**config.mk**
```make
export PLATFORM = sky130hd
export DESIGN_NAME = raster_timing_gen
export DESIGN_NICKNAME = d
export VERILOG_FILES = /design/src/rtl/raster_pkg.sv /design/src/rtl/sync_param_bank.sv /design/src/rtl/raster_hfsm.sv /design/src/rtl/raster_vfsm.sv /design/src/rtl/raster_vsync_irq.sv /design/src/rtl/raster_timing_gen.sv
export SDC_FILE = /design/constraint.sdc
export NUM_CORES = 1
export LEC_CHECK = 0
export BUFFER_PORTS_ARGS = -buffer_cell sky130_fd_sc_hd__buf_2
export CAP_MARGIN = 20
export CORE_UTILIZATION = 57
export CTS_CLUSTER_DIAMETER = 80
export CTS_CLUSTER_SIZE = 12
export DETAILED_ROUTE_END_ITERATION = 10
export GPL_TIMING_DRIVEN = 0
export PLACE_DENSITY = 0.83
export REMOVE_ABC_BUFFERS = 1
export SETUP_SLACK_MARGIN = 0.15
export SYNTH_ARGS = -nofsm -noshare
export SYNTH_HDL_FRONTEND = slang
export SYNTH_SLANG_ARGS = --single-unit
```
**constraint.sdc**
```tcl
create_clock -name clk -period 4.5 [get_ports clk]
set_clock_uncertainty 0.15 [all_clocks]
set_input_delay 0.675 -clock clk [delete_from_list [all_inputs] [get_ports clk]]
set_output_delay 0.675 -clock clk [all_outputs]
set_load 0.03 [all_outputs]
```
**src/rtl/raster_pkg.sv**
```systemverilog
`timescale 1ns/1ps
package raster_pkg;
    localparam int NPRM      = 8;
    localparam int PRM_IDX_W = $clog2(NPRM);
    localparam int PRM_BITS  = NPRM * 8;

    // byte i sits at bits [i*8 +: 8]
    localparam logic [PRM_BITS-1:0] PRM_RESET = 64'h6590_0707_2507_4E10;

    typedef enum logic [1:0] {H_ACTIVE, H_FRONT, H_SYNC, H_BACK} hstate_e;
    typedef enum logic [1:0] {V_ACTIVE, V_FRONT, V_SYNC, V_BACK} vstate_e;
endpackage

```
**src/rtl/sync_param_bank.sv**
```systemverilog
`timescale 1ns/1ps
module sync_param_bank
    import raster_pkg::*;
(
    input  logic                 clk,
    input  logic                 rst_n,
    input  logic                 wr_en,
    input  logic [PRM_IDX_W-1:0] wr_sel,
    input  logic [7:0]           wr_data,
    input  logic                 load,
    output logic [PRM_BITS-1:0]  live_flat
);
    logic [7:0] held [NPRM];
    logic [7:0] live [NPRM];

    for (genvar i = 0; i < NPRM; i++) begin : g_byte
        always_ff @(posedge clk or negedge rst_n) begin
            if (!rst_n) begin
                held[i] <= PRM_RESET[i*8 +: 8];
                live[i] <= PRM_RESET[i*8 +: 8];
            end else begin
                if (wr_en && (wr_sel == PRM_IDX_W'(i))) begin
                    held[i] <= wr_data;
                end
                if (load) begin
                    live[i] <= held[i];
                end
            end
        end
        assign live_flat[i*8 +: 8] = live[i];
    end
endmodule

```
**src/rtl/raster_hfsm.sv**
```systemverilog
`timescale 1ns/1ps
module raster_hfsm
    import raster_pkg::*;
#(
    parameter int CW = 10
) (
    input  logic          clk,
    input  logic          rst_n,
    input  logic [CW-1:0] len_act,
    input  logic [CW-1:0] len_front,
    input  logic [CW-1:0] len_sync,
    input  logic [CW-1:0] len_back,
    output hstate_e       state,
    output logic          line_end
);
    logic [CW-1:0] cnt;
    logic [CW-1:0] cur_len;
    logic          last;
    hstate_e       nxt;

    always_comb begin
        unique case (state)
            H_ACTIVE: begin cur_len = len_act;   nxt = H_FRONT;  end
            H_FRONT:  begin cur_len = len_front; nxt = H_SYNC;   end
            H_SYNC:   begin cur_len = len_sync;  nxt = H_BACK;   end
            H_BACK:   begin cur_len = len_back;  nxt = H_ACTIVE; end
        endcase
        last     = (cnt + CW'(1)) >= cur_len;
        line_end = last && (state == H_BACK);
    end

    always_ff @(posedge clk or negedge rst_n) begin
        if (!rst_n) begin
            state <= H_ACTIVE;
            cnt   <= '0;
        end else if (last) begin
            state <= nxt;
            cnt   <= '0;
        end else begin
            cnt   <= cnt + CW'(1);
        end
    end
endmodule

```
**src/rtl/raster_vfsm.sv**
```systemverilog
`timescale 1ns/1ps
module raster_vfsm
    import raster_pkg::*;
#(
    parameter int CW = 11
) (
    input  logic          clk,
    input  logic          rst_n,
    input  logic          step,
    input  logic [CW-1:0] len_act,
    input  logic [CW-1:0] len_front,
    input  logic [CW-1:0] len_sync,
    input  logic [CW-1:0] len_back,
    output vstate_e       state,
    output logic          frame_end,
    output logic          blank_start
);
    logic [CW-1:0] cnt;
    logic [CW-1:0] cur_len;
    logic          leave;
    vstate_e       nxt;

    always_comb begin
        unique case (state)
            V_ACTIVE: begin
                cur_len = len_act;
                nxt = (len_front != '0) ? V_FRONT :
                      (len_sync  != '0) ? V_SYNC  : V_BACK;
            end
            V_FRONT: begin
                cur_len = len_front;
                nxt = (len_sync != '0) ? V_SYNC :
                      (len_back != '0) ? V_BACK : V_ACTIVE;
            end
            V_SYNC: begin
                cur_len = len_sync;
                nxt = (len_back != '0) ? V_BACK : V_ACTIVE;
            end
            V_BACK: begin
                cur_len = len_back;
                nxt = V_ACTIVE;
            end
        endcase
        leave       = step && ((cnt + CW'(1)) >= cur_len);
        frame_end   = leave && (nxt == V_ACTIVE);
        blank_start = leave && (state == V_ACTIVE);
    end

    always_ff @(posedge clk or negedge rst_n) begin
        if (!rst_n) begin
            state <= V_ACTIVE;
            cnt   <= '0;
        end else if (leave) begin
            state <= nxt;
            cnt   <= '0;
        end else if (step) begin
            cnt   <= cnt + CW'(1);
        end
    end
endmodule

```
**src/rtl/raster_vsync_irq.sv**
```systemverilog
`timescale 1ns/1ps
module raster_vsync_irq (
    input  logic clk,
    input  logic rst_n,
    input  logic arm_wr,
    input  logic blank_start,
    output logic armed,
    output logic irq
);
    logic fire;

    always_comb fire = blank_start && armed;

    always_ff @(posedge clk or negedge rst_n) begin
        if (!rst_n) begin
            armed <= 1'b0;
            irq   <= 1'b0;
        end else begin
            armed <= arm_wr || (armed && !fire);
            irq   <= fire;
        end
    end
endmodule

```
**src/rtl/raster_timing_gen.sv**
```systemverilog
`timescale 1ns/1ps
module raster_timing_gen
    import raster_pkg::*;
#(
    parameter int H_CNT_W = 10,
    parameter int V_CNT_W = 11
) (
    input  logic       clk,
    input  logic       rst_n,
    input  logic       prm_we,
    input  logic [2:0] prm_sel,
    input  logic [7:0] prm_data,
    input  logic       irq_arm_wr,
    output logic       hsync,
    output logic       vsync,
    output logic       hblank,
    output logic       vblank,
    output logic       vsync_irq
);
    localparam int LINE_FIELD_W = 10;

    logic [PRM_BITS-1:0]     prm;
    logic [15:0]             word_a;
    logic [15:0]             word_b;
    logic [LINE_FIELD_W-1:0] lines_m1;
    logic [H_CNT_W-1:0]      h_act, h_front, h_sync, h_back;
    logic [V_CNT_W-1:0]      v_act, v_front, v_sync, v_back_raw, v_back;
    hstate_e                 h_state;
    vstate_e                 v_state;
    logic                    line_end, frame_end, blank_start;
    logic                    irq_armed;
    logic                    unused_prm_bits;

    sync_param_bank u_bank (
        .clk       (clk),
        .rst_n     (rst_n),
        .wr_en     (prm_we),
        .wr_sel    (PRM_IDX_W'(prm_sel)),
        .wr_data   (prm_data),
        .load      (frame_end),
        .live_flat (prm)
    );

    // field decode from the live bytes
    always_comb begin
        word_a     = {prm[31:24], prm[23:16]};
        word_b     = {prm[63:56], prm[55:48]};
        h_act      = H_CNT_W'(prm[15:8]) + H_CNT_W'(2);
        h_front    = H_CNT_W'(word_a[15:10]) + H_CNT_W'(1);
        h_sync     = H_CNT_W'(word_a[4:0]) + H_CNT_W'(1);
        h_back     = H_CNT_W'(prm[37:32]) + H_CNT_W'(1);
        lines_m1   = word_b[LINE_FIELD_W-1:0] - LINE_FIELD_W'(1);
        v_act      = V_CNT_W'(lines_m1) + V_CNT_W'(1);
        v_front    = V_CNT_W'(prm[45:40]);
        v_sync     = V_CNT_W'(word_a[9:5]);
        v_back_raw = V_CNT_W'(word_b[15:10]);
        if ((v_front == '0) && (v_sync == '0) && (v_back_raw == '0)) begin
            v_back = V_CNT_W'(1);
        end else begin
            v_back = v_back_raw;
        end
    end

    assign unused_prm_bits = ^{prm[7:0], prm[39:38], prm[47:46]};

    raster_hfsm #(.CW(H_CNT_W)) u_hfsm (
        .clk       (clk),
        .rst_n     (rst_n),
        .len_act   (h_act),
        .len_front (h_front),
        .len_sync  (h_sync),
        .len_back  (h_back),
        .state     (h_state),
        .line_end  (line_end)
    );

    raster_vfsm #(.CW(V_CNT_W)) u_vfsm (
        .clk         (clk),
        .rst_n       (rst_n),
        .step        (line_end),
        .len_act     (v_act),
        .len_front   (v_front),
        .len_sync    (v_sync),
        .len_back    (v_back),
        .state       (v_state),
        .frame_end   (frame_end),
        .blank_start (blank_start)
    );

    raster_vsync_irq u_irq (
        .clk         (clk),
        .rst_n       (rst_n),
        .arm_wr      (irq_arm_wr),
        .blank_start (blank_start),
        .armed       (irq_armed),
        .irq         (vsync_irq)
    );

    always_comb begin
        hblank = (h_state != H_ACTIVE);
        hsync  = (h_state == H_SYNC);
        vblank = (v_state != V_ACTIVE);
        vsync  = (v_state == V_SYNC);
    end
endmodule

```
# After elaboration in Yosys (flattened, before gate mapping)
# Index checks and enable logic that the tools add are counted.
# totals
register_bits	131
in_bits	15
elab_cells	84
# op_classes
addsub	8
magnitude_cmp	2
n_eq_ne	13
n_mux	12
reduce_logical	29
# ops
op	n
$pmux 11 s4	1
$pmux 10 s4	1
$reduce_bool 11->1	3
$mux 11	2
$pmux 2 s4	2
$logic_and 1x1->1	15
$add 6x1->7 const B	2
$eq 3x3->1 const B	4
$logic_not 6->1	2
$add 10x1->11 const B	1
$add 11x1->11 const B	1
$ge 11x11->1	1
$add 10x1->10 const B	1
$ge 10x10->1	1
$mux 10	1
$sub 10x1->10 const B	1
$add 8x2->9 const B	1
$eq 2x2->1 const B	4
$add 5x1->6 const B	1
$eq 3x2->1 const B	2
$logic_not 2->1	3
$mux 2	3
$mux 6	1
$reduce_bool 2->1	3
other kinds (6)	7

# Depth between registers and ports, before layout
# Gate-level depths: netlist of the first run.
# depth
ltp_word	12
mapped_depth	19
ltp_nobuf	15

# Modules after synthesis
# From an unflattened synthesis of the first run, not the netlist that was laid out.
# unflattened
hier_cells	681
area_unflattened_um2	8285.4
# by_module_without_submodules
module	n_inst	cells_each	area_each_um2	seq_area_each_um2
sync_param_bank	1	278	4865.9	3260.6
raster_vfsm	1	153	1418.9	325.3
raster_hfsm	1	112	1066.0	300.3
raster_timing_gen	1	133	865.8	0.0
raster_vsync_irq	1	5	68.8	50.0

# Worst setup path after synthesis of the first run
# No wires, ideal clock.
# synth_timing
path_kind	register to register
start	register u_bank.live, in the netlist u_bank.live_flat[48]
end	register u_bank.live, in the netlist u_bank.live_flat[12]
arrival_ns	3.926
required_time_ns	4.225
path_slack_ns	0.300
stages_incl_launch_ff	19
path_cell_list	dfrtp_1 > buf_2 > inv_1 > ha_1 > inv_1 > nor3_1 > xnor2_1 > or4_1 > buf_2 > nor4_1 > o21ai_1 > ha_1 > nand4_1 > nor3_1 > a211oi_1 > o21ai_0 > nor3b_2 > buf_2 > mux2_2
# synth_between
elab_chain_len	6
# synth_lines
item	line_no	text
start, declared	sync_param_bank.sv:14	logic [7:0] live [NPRM];
start signal, assigned by index	sync_param_bank.sv:20	live[i] <= PRM_RESET[i*8 +: 8];
start signal, assigned by index	sync_param_bank.sv:26	live[i] <= held[i];
$sub 10x1->10	raster_timing_gen.sv:52	lines_m1 = word_b[LINE_FIELD_W-1:0] - LINE_FIELD_W'(1);
$add 10x1->11	raster_timing_gen.sv:53	v_act = V_CNT_W'(lines_m1) + V_CNT_W'(1);
$pmux 11 s4	raster_vfsm.sv:24	unique case (state)
$ge 11x11->1	raster_vfsm.sv:44	leave = step && ((cnt + CW'(1)) >= cur_len);
$logic_and 1x1->1	raster_vfsm.sv:44	
$logic_and 1x1->1	raster_vfsm.sv:45	frame_end = leave && (nxt == V_ACTIVE);
# No other way between the ends.
# A chain may end at the register's enable or synchronous reset.

# Worst setup path after layout of the first run
# layout_timing
start	register u_bank.live, in the netlist u_bank.live_flat[50]
end	register u_bank.live, in the netlist u_bank.live_flat[57]
# The elaborated chain is that of the path after synthesis.

==> impl_results.md, run 1 <==
* Port bufs at 19
* Synth-to-layout area growth at 21.78%
* Most common cell after layout, fill and taps aside: dfrtp_1
* Max Clk Rate at 0.2271 GHz
* Hold Path Class: reg -> reg
* Largest net degree at the start of global routing at 103
* Worst EP required at 4640 ps
* Mapped Area at 6975 um2
* CTS Root Cell: clkbuf_16
* Synth cell types at 58
* Via/cell ratio at 6.446
* Final slew viol count at 0
* WL final at 18330 um
* Worst-Margin Slew at 921.5 ps
* H-tree depth at 4
* RSZ-0062 raised after global routing: true
* CTS buffer count at 17
* PnR worst setup slack at 95.71 ps
* Pre-CTS setup slack at -946.2 ps
* Maximum vdd drop at 0.2787 mV
* CTS Sinks at 131
* Post-detail-place hpwl at 10220 um
* Die Y at 112.6 um
* Final Hold Fails at 0
* Worst-path fanout max at 6
* First-pass GRT wire length at 26070 um
* Most frequent cells in the layout: dfrtp_1 (83), mux2_2 (72), dfstp_2 (44), mux2_4 (35), nand2_1 (30)
* Post-DP Area at 7293 um2
* Share of layout cells above drive strength 1 at 0.4235
* Remaining Overflow, GRT at 0
* CP most frequent cell: clkbuf_16
* Synth Register Bits at 131
* CP Launch Type: register
* Slew headroom at 0.3809
* Gp weighted congestion at 0.8299
* Number of flops mapped to enable cells by yosys at 0
* Row count at 40
* Pleak at 3.757 nW
* Syn Area/Cell at 11.72 um2
* Core region area at 11960 um2
* Status: finished, violations left
* Part of the Yosys area used for sequential elements at 0.4778
* Total Power at 3.652 mW
* Ys async rst share at 1.000
* Initial Utilization at 0.5832
* Final Critical Period at 4404 ps
* Synth Warn # at 0
* All-layer global routing usage at 0.2682
* Worst-path clk slew at 60 ps
* Number of remaining DRC errors at 1
* Fin crit share at 0.9787
* Die width at 112.6 um
* Initial antenna violation count at 0
* Pwr/cell area at 429.9 nW/um2
* Design area at 8494 um2
* Antenna diode count at 0
* Total of fill cells in the finished design at 685
* Remaining antenna violation count after routing at 0
* Worst path cell trace: or4_4 > or3_2 > nor2_1 > xnor2_2 > nor3_1 > nand3b_1 > ha_4 > nand2_1 > nand2_2 > o2111ai_2 > o21ai_2 > nor3b_4 > clkbuf_16 > clkbuf_16 > mux2_4
* Longest Clk Path Bufs at 2
* IO Count at 20
* Vias post-DR at 5163
* Number of global-route vias before repair at 5084
* Drt first-iter violations at 532
* CTS tree: built
* Worst setup EP type: register
* Clk_lat worst skew at 410 ps
* Max cap viols at 0
* Final Setup Violations at 0
* CP max stage delay at 580 ps
* Critical path type: reg -> reg
* Die area at 12680 um2
* Cells after Synth at 595
* Failing checks: DRC
* Most used flip-flop cell after synthesis: dfrtp_1
* WL per Instance at 22.88 um
* 1st-pass router iterations at 8
* CP max stage cell: or4_4
* Worst EP arrival at 4550 ps
* Nets@finish at 688
==> area by class of cell <==
type	instances	area [um2]	area share
clock buffers	18	439.2	0.05170
well taps	147	183.9	0.02165
flip-flops and latches	131	3338	0.3930
repair buffers	51	485.5	0.05715
inverters	16	60.06	0.007070
clock inverters	14	177.7	0.02092
multi-input cells	424	3810	0.4485
==> worst max-delay path, delay by kind of cell, from the launching register on <==
family | cells | cell delay [ps]
simple gates | 8 | 2080
flops | 1 | 420
xor+xnor | 1 | 230
mux | 1 | 300
buf+inv | 2 | 380
fa+ha+maj | 1 | 350
compound gates | 2 | 340
==> worst paths after layout <==
check / startpoint / end / slack, ps / cells after the start
setup reg to reg: u_bank.live_flat[50] / u_bank.live_flat[57] / 100 / 15
setup / recovery: u_bank.live_flat[50] / u_bank.live_flat[57] / 100 / 15
max in group asynchronous: rst_n / u_bank.live_flat[56] / 2830 / 3
min in group asynchronous: rst_n / u_hfsm.cnt[3] / 560 / 2
hold / removal: u_bank.held[21] / u_bank.live_flat[45] / 350 / 1
hold reg to reg: u_bank.held[21] / u_bank.live_flat[45] / 350 / 1
==> layer usage <==
metal	global-route usage	routed length (um)
met5	0	0
met3	0.05022	1128
met2	0.4461	9241
met1	0.3297	7211
met4	0.1529	746
==> sequential cells by signal, indices dropped and copies added, names as in the netlist <==
signal,cells
u_bank.held,52
u_bank.live_flat,52
u_vfsm.cnt,11
u_hfsm.cnt,10
u_hfsm.state,2
u_vfsm.state,2
u_irq.armed,1
u_irq.irq,1
==> report_power, final <==
group,switching [mW],internal [mW]
registers,0.118,1.35
logic,0.423,0.323
clock network,0.545,0.893
==> kinds of logic after synthesis <==
family | Yosys count | share of synthesized area
AOI/OAI and AO/OA | 78 | 0.07139
other | 1 | 0.0005376
and+or+nand+nor | 154 | 0.1200
DFF | 131 | 0.4778
muxes | 115 | 0.1932
adders and majority gates | 32 | 0.05740
xor gates and xnor gates | 44 | 0.05525
buffers and inverters | 40 | 0.02439
==> Yosys cell counts (all sizes together), types with 2 or more instances <==
cell / count / share of area
and2: 2 / 0.0018
a221oi: 3 / 0.0038
o41ai: 2 / 0.0025
mux4: 5 / 0.016
o21bai: 3 / 0.0032
nand2: 31 / 0.017
dfstp: 44 / 0.17
mux2i: 3 / 0.0043
or4: 3 / 0.0038
nor4: 4 / 0.0057
nor2: 27 / 0.015
nor3: 13 / 0.0093
a31o: 2 / 0.0025
and3: 8 / 0.0074
nand3b: 3 / 0.0032
nand2b: 11 / 0.0099
a21oi: 16 / 0.011
a22o: 3 / 0.0038
buf: 9 / 0.0077
a211oi: 3 / 0.0032
xnor2: 26 / 0.033
a21o: 4 / 0.0043
nand3: 18 / 0.013
a22oi: 2 / 0.0022
ha: 32 / 0.057
nor2b: 11 / 0.0099
or3: 4 / 0.0038
inv: 15 / 0.0081
nor4bb: 2 / 0.0029
o21a: 2 / 0.0022
nand4: 9 / 0.0081
o21ai: 27 / 0.019
dfrtp: 87 / 0.31
nand4b: 5 / 0.0063
mux2: 107 / 0.17
o31ai: 3 / 0.0032
xor2: 18 / 0.023
clkbuf: 15 / 0.0081
==> per-stage QoR <==
| step | setup TNS (ps) | hold slack, ps | cells | util |
|---|---|---|---|---|
| after global routing | -952.9 | 366.9 | 801 | 0.7101 |
| after detailed placement | -41670 | 338.7 | 745 | 0.6097 |
| after global placement | -173690 | 329.1 | 737 | 0.5973 |
| after floorplan | -85580 | 229.4 | 571 | - |
| after CTS | 0 | 351.2 | 788 | 0.6758 |
| final | 0 | 352.9 | 801 | 0.7101 |
==> what timing repair did <==
| action | CTS | global route |
|---|---|---|
| endpoints found under the hold margin | 17 | 0 |
| gates resized for setup | 17 | 68 |
| hold buffers | 1 | 0 |
| setup endpoints to repair | 64 | 62 |
| cloned | 0 | 2 |
| pin swaps | 2 | 14 |
| setup buffers | 10 | 11 |
Note: power is estimated with default switching activity, not from simulation.
==> run 2, diff against run 1 <==
CELL_PAD_IN_SITES_DETAIL_PLACEMENT = 1   (was default)
CELL_PAD_IN_SITES_GLOBAL_PLACEMENT = 1   (was default)
CORE_UTILIZATION = 46   (was 57)
PLACE_DENSITY = 0.82   (was 0.83)
SKIP_CTS_REPAIR_TIMING = 1   (was default)
==> run 2 against run 1 <==
  * The run ends with setup timing left
  * Setup slack worse by 370 ps
  * Via count decreased by 0.74%
  * Power decreased by 1.9%
  * Largest power group unchanged
==> impl_results.md, run 2 (synthesis gave the netlist of run 1 again) <==
* Status: finished, violations left
* Failing checks: setup timing
* Worst EP required at 4650 ps (about the same)
* Max layer used: met4
* Worst-Margin Slew at 897.5 ps (-24.02 ps)
* Gp weighted congestion at 0.7835 (-5.6%)
* Post-detail-place hpwl at 11720 um (+15%)
* Row count at 44 (+10%)
* CTS buffer count at 17 (unchanged)
* Slew headroom at 0.3970 (+0.01614)
* Most common cell after layout, fill and taps aside: mux2_2
* WL final at 20730 um (+13%)
* Largest net degree at the start of global routing at 107 (+3.9%)
* 1st-pass router iterations at 5 (-3)
* Final setup TNS at -10600 ps (-10600 ps)
* Fin crit share at 1.062 (+0.08326)
* Initial Utilization at 0.4763 (-0.1068)
* Worst setup EP type: register
* Number of global-route vias before repair at 5158 (+1.5%)
* Detail Route met2 WL at 10520 um (+14%)
* First-pass GRT wire length at 27920 um (+7.1%)
* Worst EP arrival at 4930 ps (+380 ps)
* H-tree depth at 4 (unchanged)
* Pleak at 3.742 nW (-0.40%)
* Most frequent cells in the layout: mux2_2 (91), dfrtp_1 (83), dfstp_2 (44), nand2_1 (30), ha_1 (28)
* Nets@finish at 691 (+0.44%)
* Worst-path clk slew at 60 ps (about the same)
* Vias post-DR at 5125 (-0.74%)
* Die width at 125.1 um (+11%)
* Hold Path Class: reg -> reg
* Port bufs at 19 (unchanged)
* Die area at 15660 um2 (+23%)
* Final Hold Fails at 0 (unchanged)
* Metal3 WL at 816 um (-28%)
* CP Launch Type: register
* Critical path type: reg -> reg
* Share of layout cells above drive strength 1 at 0.4216 (-0.001934)
* Die Y at 125.1 um (+11%)
* CTS tree: built
* Pwr/cell area at 424.0 nW/um2 (-1.4%)
* Final slew viol count at 0 (unchanged)
* Max Clk Rate at 0.2093 GHz (-7.8%)
* Remaining antenna violation count after routing at 0 (unchanged)
* Hold slack at 346.6 ps (-6.289 ps)
* Maximum vdd drop at 0.4238 mV (+52%)
* Synth-to-layout area growth at 21.06%
* Longest Clk Path Bufs at 2 (unchanged)
* All-layer global routing usage at 0.2316 (-0.03666)
* Core region area at 14640 um2 (+22%)
* CTS Root Cell: clkbuf_16
* PnR worst setup slack at -278.9 ps (-374.7 ps)
* Met1 Routed Length at 8580 um (+19%)
* Pre-CTS setup slack at -1089 ps (-143.2 ps)
* Antenna diode count at 0 (unchanged)
* WL per Instance at 24.65 um (+7.7%)
* IO Count at 20 (unchanged)
* Final Critical Period at 4779 ps (+374.7 ps)
* Drt first-iter violations at 344 (-35%)
* Worst-path fanout max at 14 (+8)
* Number of remaining DRC errors at 0 (-1)
* Max cap viols at 0 (unchanged)
* Via/cell ratio at 6.094 (-5.5%)
* Total Power at 3.581 mW (-1.9%)
* RSZ-0062 raised after global routing: true
* Remaining Overflow, GRT at 0 (unchanged)
* Clk_lat worst skew at 430 ps (+20 ps)
* CTS Sinks at 131 (unchanged)
* Final design utilization at 0.5766 (-0.1335)
* Initial antenna violation count at 0 (unchanged)
* Final Setup Violations at 49 (+49)
==> run 2: changes by cell type in the layout (fill, tap and decap cells not counted), moves of 3 or more <==
cell | previous run | this run
nor3_1 | 9 | 12
mux2_4 | 35 | 16
clkinv_2 | 1 | 4
buf_4 | 19 | 22
mux2_2 | 72 | 91
==> run 2: worst paths after layout <==
kind                                           start              endpoint  slack (ps)  cells past startpoint
worst max-delay path            u_bank.live_flat[49]  u_bank.live_flat[12]        -280                     18
worst min-delay path                 u_bank.held[36]  u_bank.live_flat[28]         350                      1
worst max register to register  u_bank.live_flat[49]  u_bank.live_flat[12]        -280                     18
worst min register to register       u_bank.held[36]  u_bank.live_flat[28]         350                      1
max in group asynchronous                      rst_n  u_bank.live_flat[11]        2840                      3
min in group asynchronous                      rst_n        u_bank.held[8]         540                      2
==> run 2: area by class of cell <==
class                   count  area [um2]
fillers                  1446        6200
flip-flops and latches    131        3338
clock buffers              20       456.7
well taps                 184       230.2
multi-input cells         424        3705
inverters                  16       63.81
repair buffers             54       519.2
clock inverters            12       131.4
==> run 2: critical path: stages (launching register included) <==
cell        delay, ps
dfrtp_2           500
inv_1             210
ha_4              220
clkinvlp_4        170
nor3_4            240
xnor2_2           140
or4_4             610
nor4_4            310
o21ai_2           100
ha_4              310
nand4_1           110
nor3_1            180
a211oi_1           80
o21ai_2           100
buf_6             150
nor3b_4           270
buf_12            160
buf_4             240
mux2_2            390
==> run 2: routing by layer <==
metal / up-vias / global-route usage
li1: 2244 / -
met3: 66 / 0.04065
met4: 0 / 0.09182
met1: 2658 / 0.2948
met5: - / 0
met2: 157 / 0.3927
==> run 2: where the power goes <==
part | switching, mW | internal (mW) | leakage (nW) | total [mW]
registers | 0.120 | 1.35 | 1.59 | 1.47
clock network | 0.556 | 0.846 | 0.291 | 1.40
logic | 0.420 | 0.289 | 1.86 | 0.710
total | 1.10 | 2.48 | 3.74 | 3.58
==> run 2: per-stage QoR <==
step           instance area (um2)  std cells
2_1_floorplan                 6865        571
5_1_grt                       8444        841
4_1_cts                       7928        814
6_report                      8444        841
3_3_place_gp                  7191        774
3_5_place_dp                  7340        782
==> run 3, diff against run 2 <==
REMOVE_ABC_BUFFERS = default   (was 1)
==> run 3 against run 2 <==
  * The run still ends with setup timing left
  * Flip-flop and latch count stayed put
  * Die area did not move
  * Fmax up 4.5%
  * Largest power group unchanged
==> impl_results.md, run 3 (synthesis gave the netlist of run 1 again) <==
* Failing checks: setup timing
* Worst r2r src: u_hfsm.state[1]
* Longest Clk Path Bufs at 2 (unchanged)
* Final setup TNS at -1131 ps (+9467 ps)
* Worst r2r path cells at 17 (-1)
* Die Y at 125.1 um (unchanged)
* Status: finished, violations left
* Worst-path clk slew at 60 ps (about the same)
* Number of remaining DRC errors at 0 (unchanged)
* Total of fill cells in the finished design at 1476 (+2.1%)
* Worst-path fanout max at 10 (-4)
* Port bufs at 15 (-4)
* Number of global-route vias before repair at 5365 (+4.0%)
* Worst path cell trace: ha_1 > clkbuf_2 > clkbuf_4 > mux2_2 > ha_1 > nand2_1 > xor2_1 > a221oi_1 > a21o_1 > ha_1 > nand2_1 > o41ai_2 > o31ai_4 > nor3b_4 > buf_12 > buf_6 > mux2_2
* Post-detail-place hpwl at 12460 um (+6.3%)
* Mapped Nets at 642
* IO Count at 20 (unchanged)
* Antenna diode count at 0 (unchanged)
* Worst-Margin Slew at 666.5 ps (-231.1 ps)
* Sw Ratio at 0.3027 (-0.003365)
* Int Power at 2.520 mW (+1.4%)
* Via/cell ratio at 6.013 (-1.3%)
* WL final at 19670 um (-5.1%)
* H-tree depth at 4 (unchanged)
* Worst setup EP type: register
* Critical path type: reg -> reg
* CTS buffer count at 17 (unchanged)
* Most common cell after layout, fill and taps aside: mux2_2
* Max cap viols at 0 (unchanged)
* Initial Utilization at 0.4763 (unchanged)
* Slew headroom at 0.5527 (+0.1557)
* RSZ-0062 raised after global routing: true
* Worst EP arrival at 4730 ps (-200 ps)
* Vias post-DR at 5033 (-1.8%)
* Synth-to-layout area growth at 18.42%
* Flop2flop setup slack at -70 ps (+210 ps)
* Hold Path Class: in -> async
* Row count at 44 (unchanged)
* Worst r2r dst: u_bank.live_flat[37]
* CP Launch Type: register
* Remaining antenna violation count after routing at 0 (unchanged)
* Gp weighted congestion at 0.7880 (+0.57%)
* Fin crit share at 1.016 (-0.04593)
* Final Setup Violations at 28 (-43%)
* Maximum vdd drop at 0.2914 mV (-31%)
* Die area at 15660 um2 (unchanged)
* Remaining Overflow, GRT at 0 (unchanged)
* WL per Instance at 23.50 um (-4.6%)
* Pwr/cell area at 437.6 nW/um2 (+3.2%)
* Power share of the clock group at 0.400 (+0.008)
* Comb power frac at 0.197 (about the same)
* Max Clk Rate at 0.2187 GHz (+4.5%)
* Final slew viol count at 0 (unchanged)
* Nets@finish at 687 (-0.58%)
* Final Hold Fails at 0 (unchanged)
* CTS tree: built
* Worst EP required at 4660 ps (about the same)
* CP most frequent cell: ha_1
* Drt first-iter violations at 301 (-13%)
* Initial antenna violation count at 0 (unchanged)
* Clk_lat worst skew at 440 ps (about the same)
* CP max stage cell: o41ai_2
* First-pass GRT wire length at 30220 um (+8.2%)
* 1st-pass router iterations at 5 (unchanged)
* Most frequent cells in the layout: mux2_2 (99), dfrtp_1 (87), dfstp_2 (44), nand2_1 (31), ha_1 (30)
* PnR worst setup slack at -72.24 ps (+206.7 ps)
* Final Critical Period at 4572 ps (-206.7 ps)
* Die width at 125.1 um (unchanged)
* CTS Root Cell: clkbuf_16
* Register share of total power at 0.403 (-0.007)
* Total Power at 3.614 mW (+0.94%)
* CTS Sinks at 131 (unchanged)
* All-layer global routing usage at 0.2542 (+0.02263)
* CP max stage delay at 470 ps (-140 ps)
* Pleak at 3.652 nW (-2.4%)
* Largest net degree at the start of global routing at 76 (-29%)
* Core region area at 14640 um2 (unchanged)
* Share of layout cells above drive strength 1 at 0.3859 (-0.03570)
* Sw Pwr at 1.094 mW (-0.17%)
## run 3: worst max-delay path by stage
stage                         startpoint                   end  slack (ps)  depth (start not counted)
floorplan           u_bank.live_flat[48]  u_bank.live_flat[12]         300                         18
global placement    u_bank.live_flat[48]  u_bank.live_flat[15]        -370                         18
detailed placement  u_bank.live_flat[48]  u_bank.live_flat[48]        -600                         18
CTS                 u_bank.live_flat[49]  u_bank.live_flat[30]        -710                         18
global route             u_hfsm.state[1]  u_bank.live_flat[59]        -250                         17
finish                   u_hfsm.state[1]  u_bank.live_flat[37]         -70                         17
## run 3: routing by layer
metal / routed length (um) / part of all wire / track usage
met5: 0 / 0 / 0
met1: 8332 / 0.42 / 0.3185
met2: 10180 / 0.52 / 0.4302
met4: 503 / 0.026 / 0.1119
met3: 655 / 0.033 / 0.04707
## run 3: worst max-delay path, delay by kind of cell (launching register included)
kind	cells	cell delay (ps)
XOR/XNOR	1	200
multiplexers	2	740
flip-flops	1	380
adder cells (fa/ha/maj)	3	700
AND/OR/NAND/NOR	3	480
AO/OA/AOI/OAI	4	890
buffers and inverters	4	890
## run 3: final cells by class
type / count / area (um2) / area share
inverter: 16 / 60.06 / 0.007271
timing repair buffer: 27 / 239.0 / 0.02893
multi-input combinational: 424 / 3613 / 0.4374
sequential: 131 / 3333 / 0.4035
tap: 184 / 230.2 / 0.02787
buffer: 23 / 173.9 / 0.02105
clock inverter: 10 / 126.4 / 0.01530
clock buffer: 22 / 484.2 / 0.05862
## run 3: through the flow
step | utilization | hold slack (ps) | instances | setup slack, ps | cell area [um2]
finish | 0.5641 | 38.43 | 837 | -72.24 | 8260
global route | 0.5641 | 85.71 | 837 | -247.8 | 8260
CTS | 0.5412 | 64.70 | 827 | -708.2 | 7925
detailed placement | 0.4995 | 342.3 | 795 | -600.8 | 7315
global placement | 0.4972 | 330.4 | 794 | -370.5 | 7281
floorplan | - | 229.4 | 595 | 299.8 | 6975
## run 3: power groups by stage
stage / Combinational (mW) / Clock [mW] / Sequential (mW)
floorplan: 0.475 / 0 / 1.43
global placement: 0.610 / 0 / 1.45
detailed placement: 0.664 / 0 / 1.47
CTS: 0.681 / 1.45 / 1.45
global route: 0.797 / 1.50 / 1.47
finish: 0.712 / 1.45 / 1.46
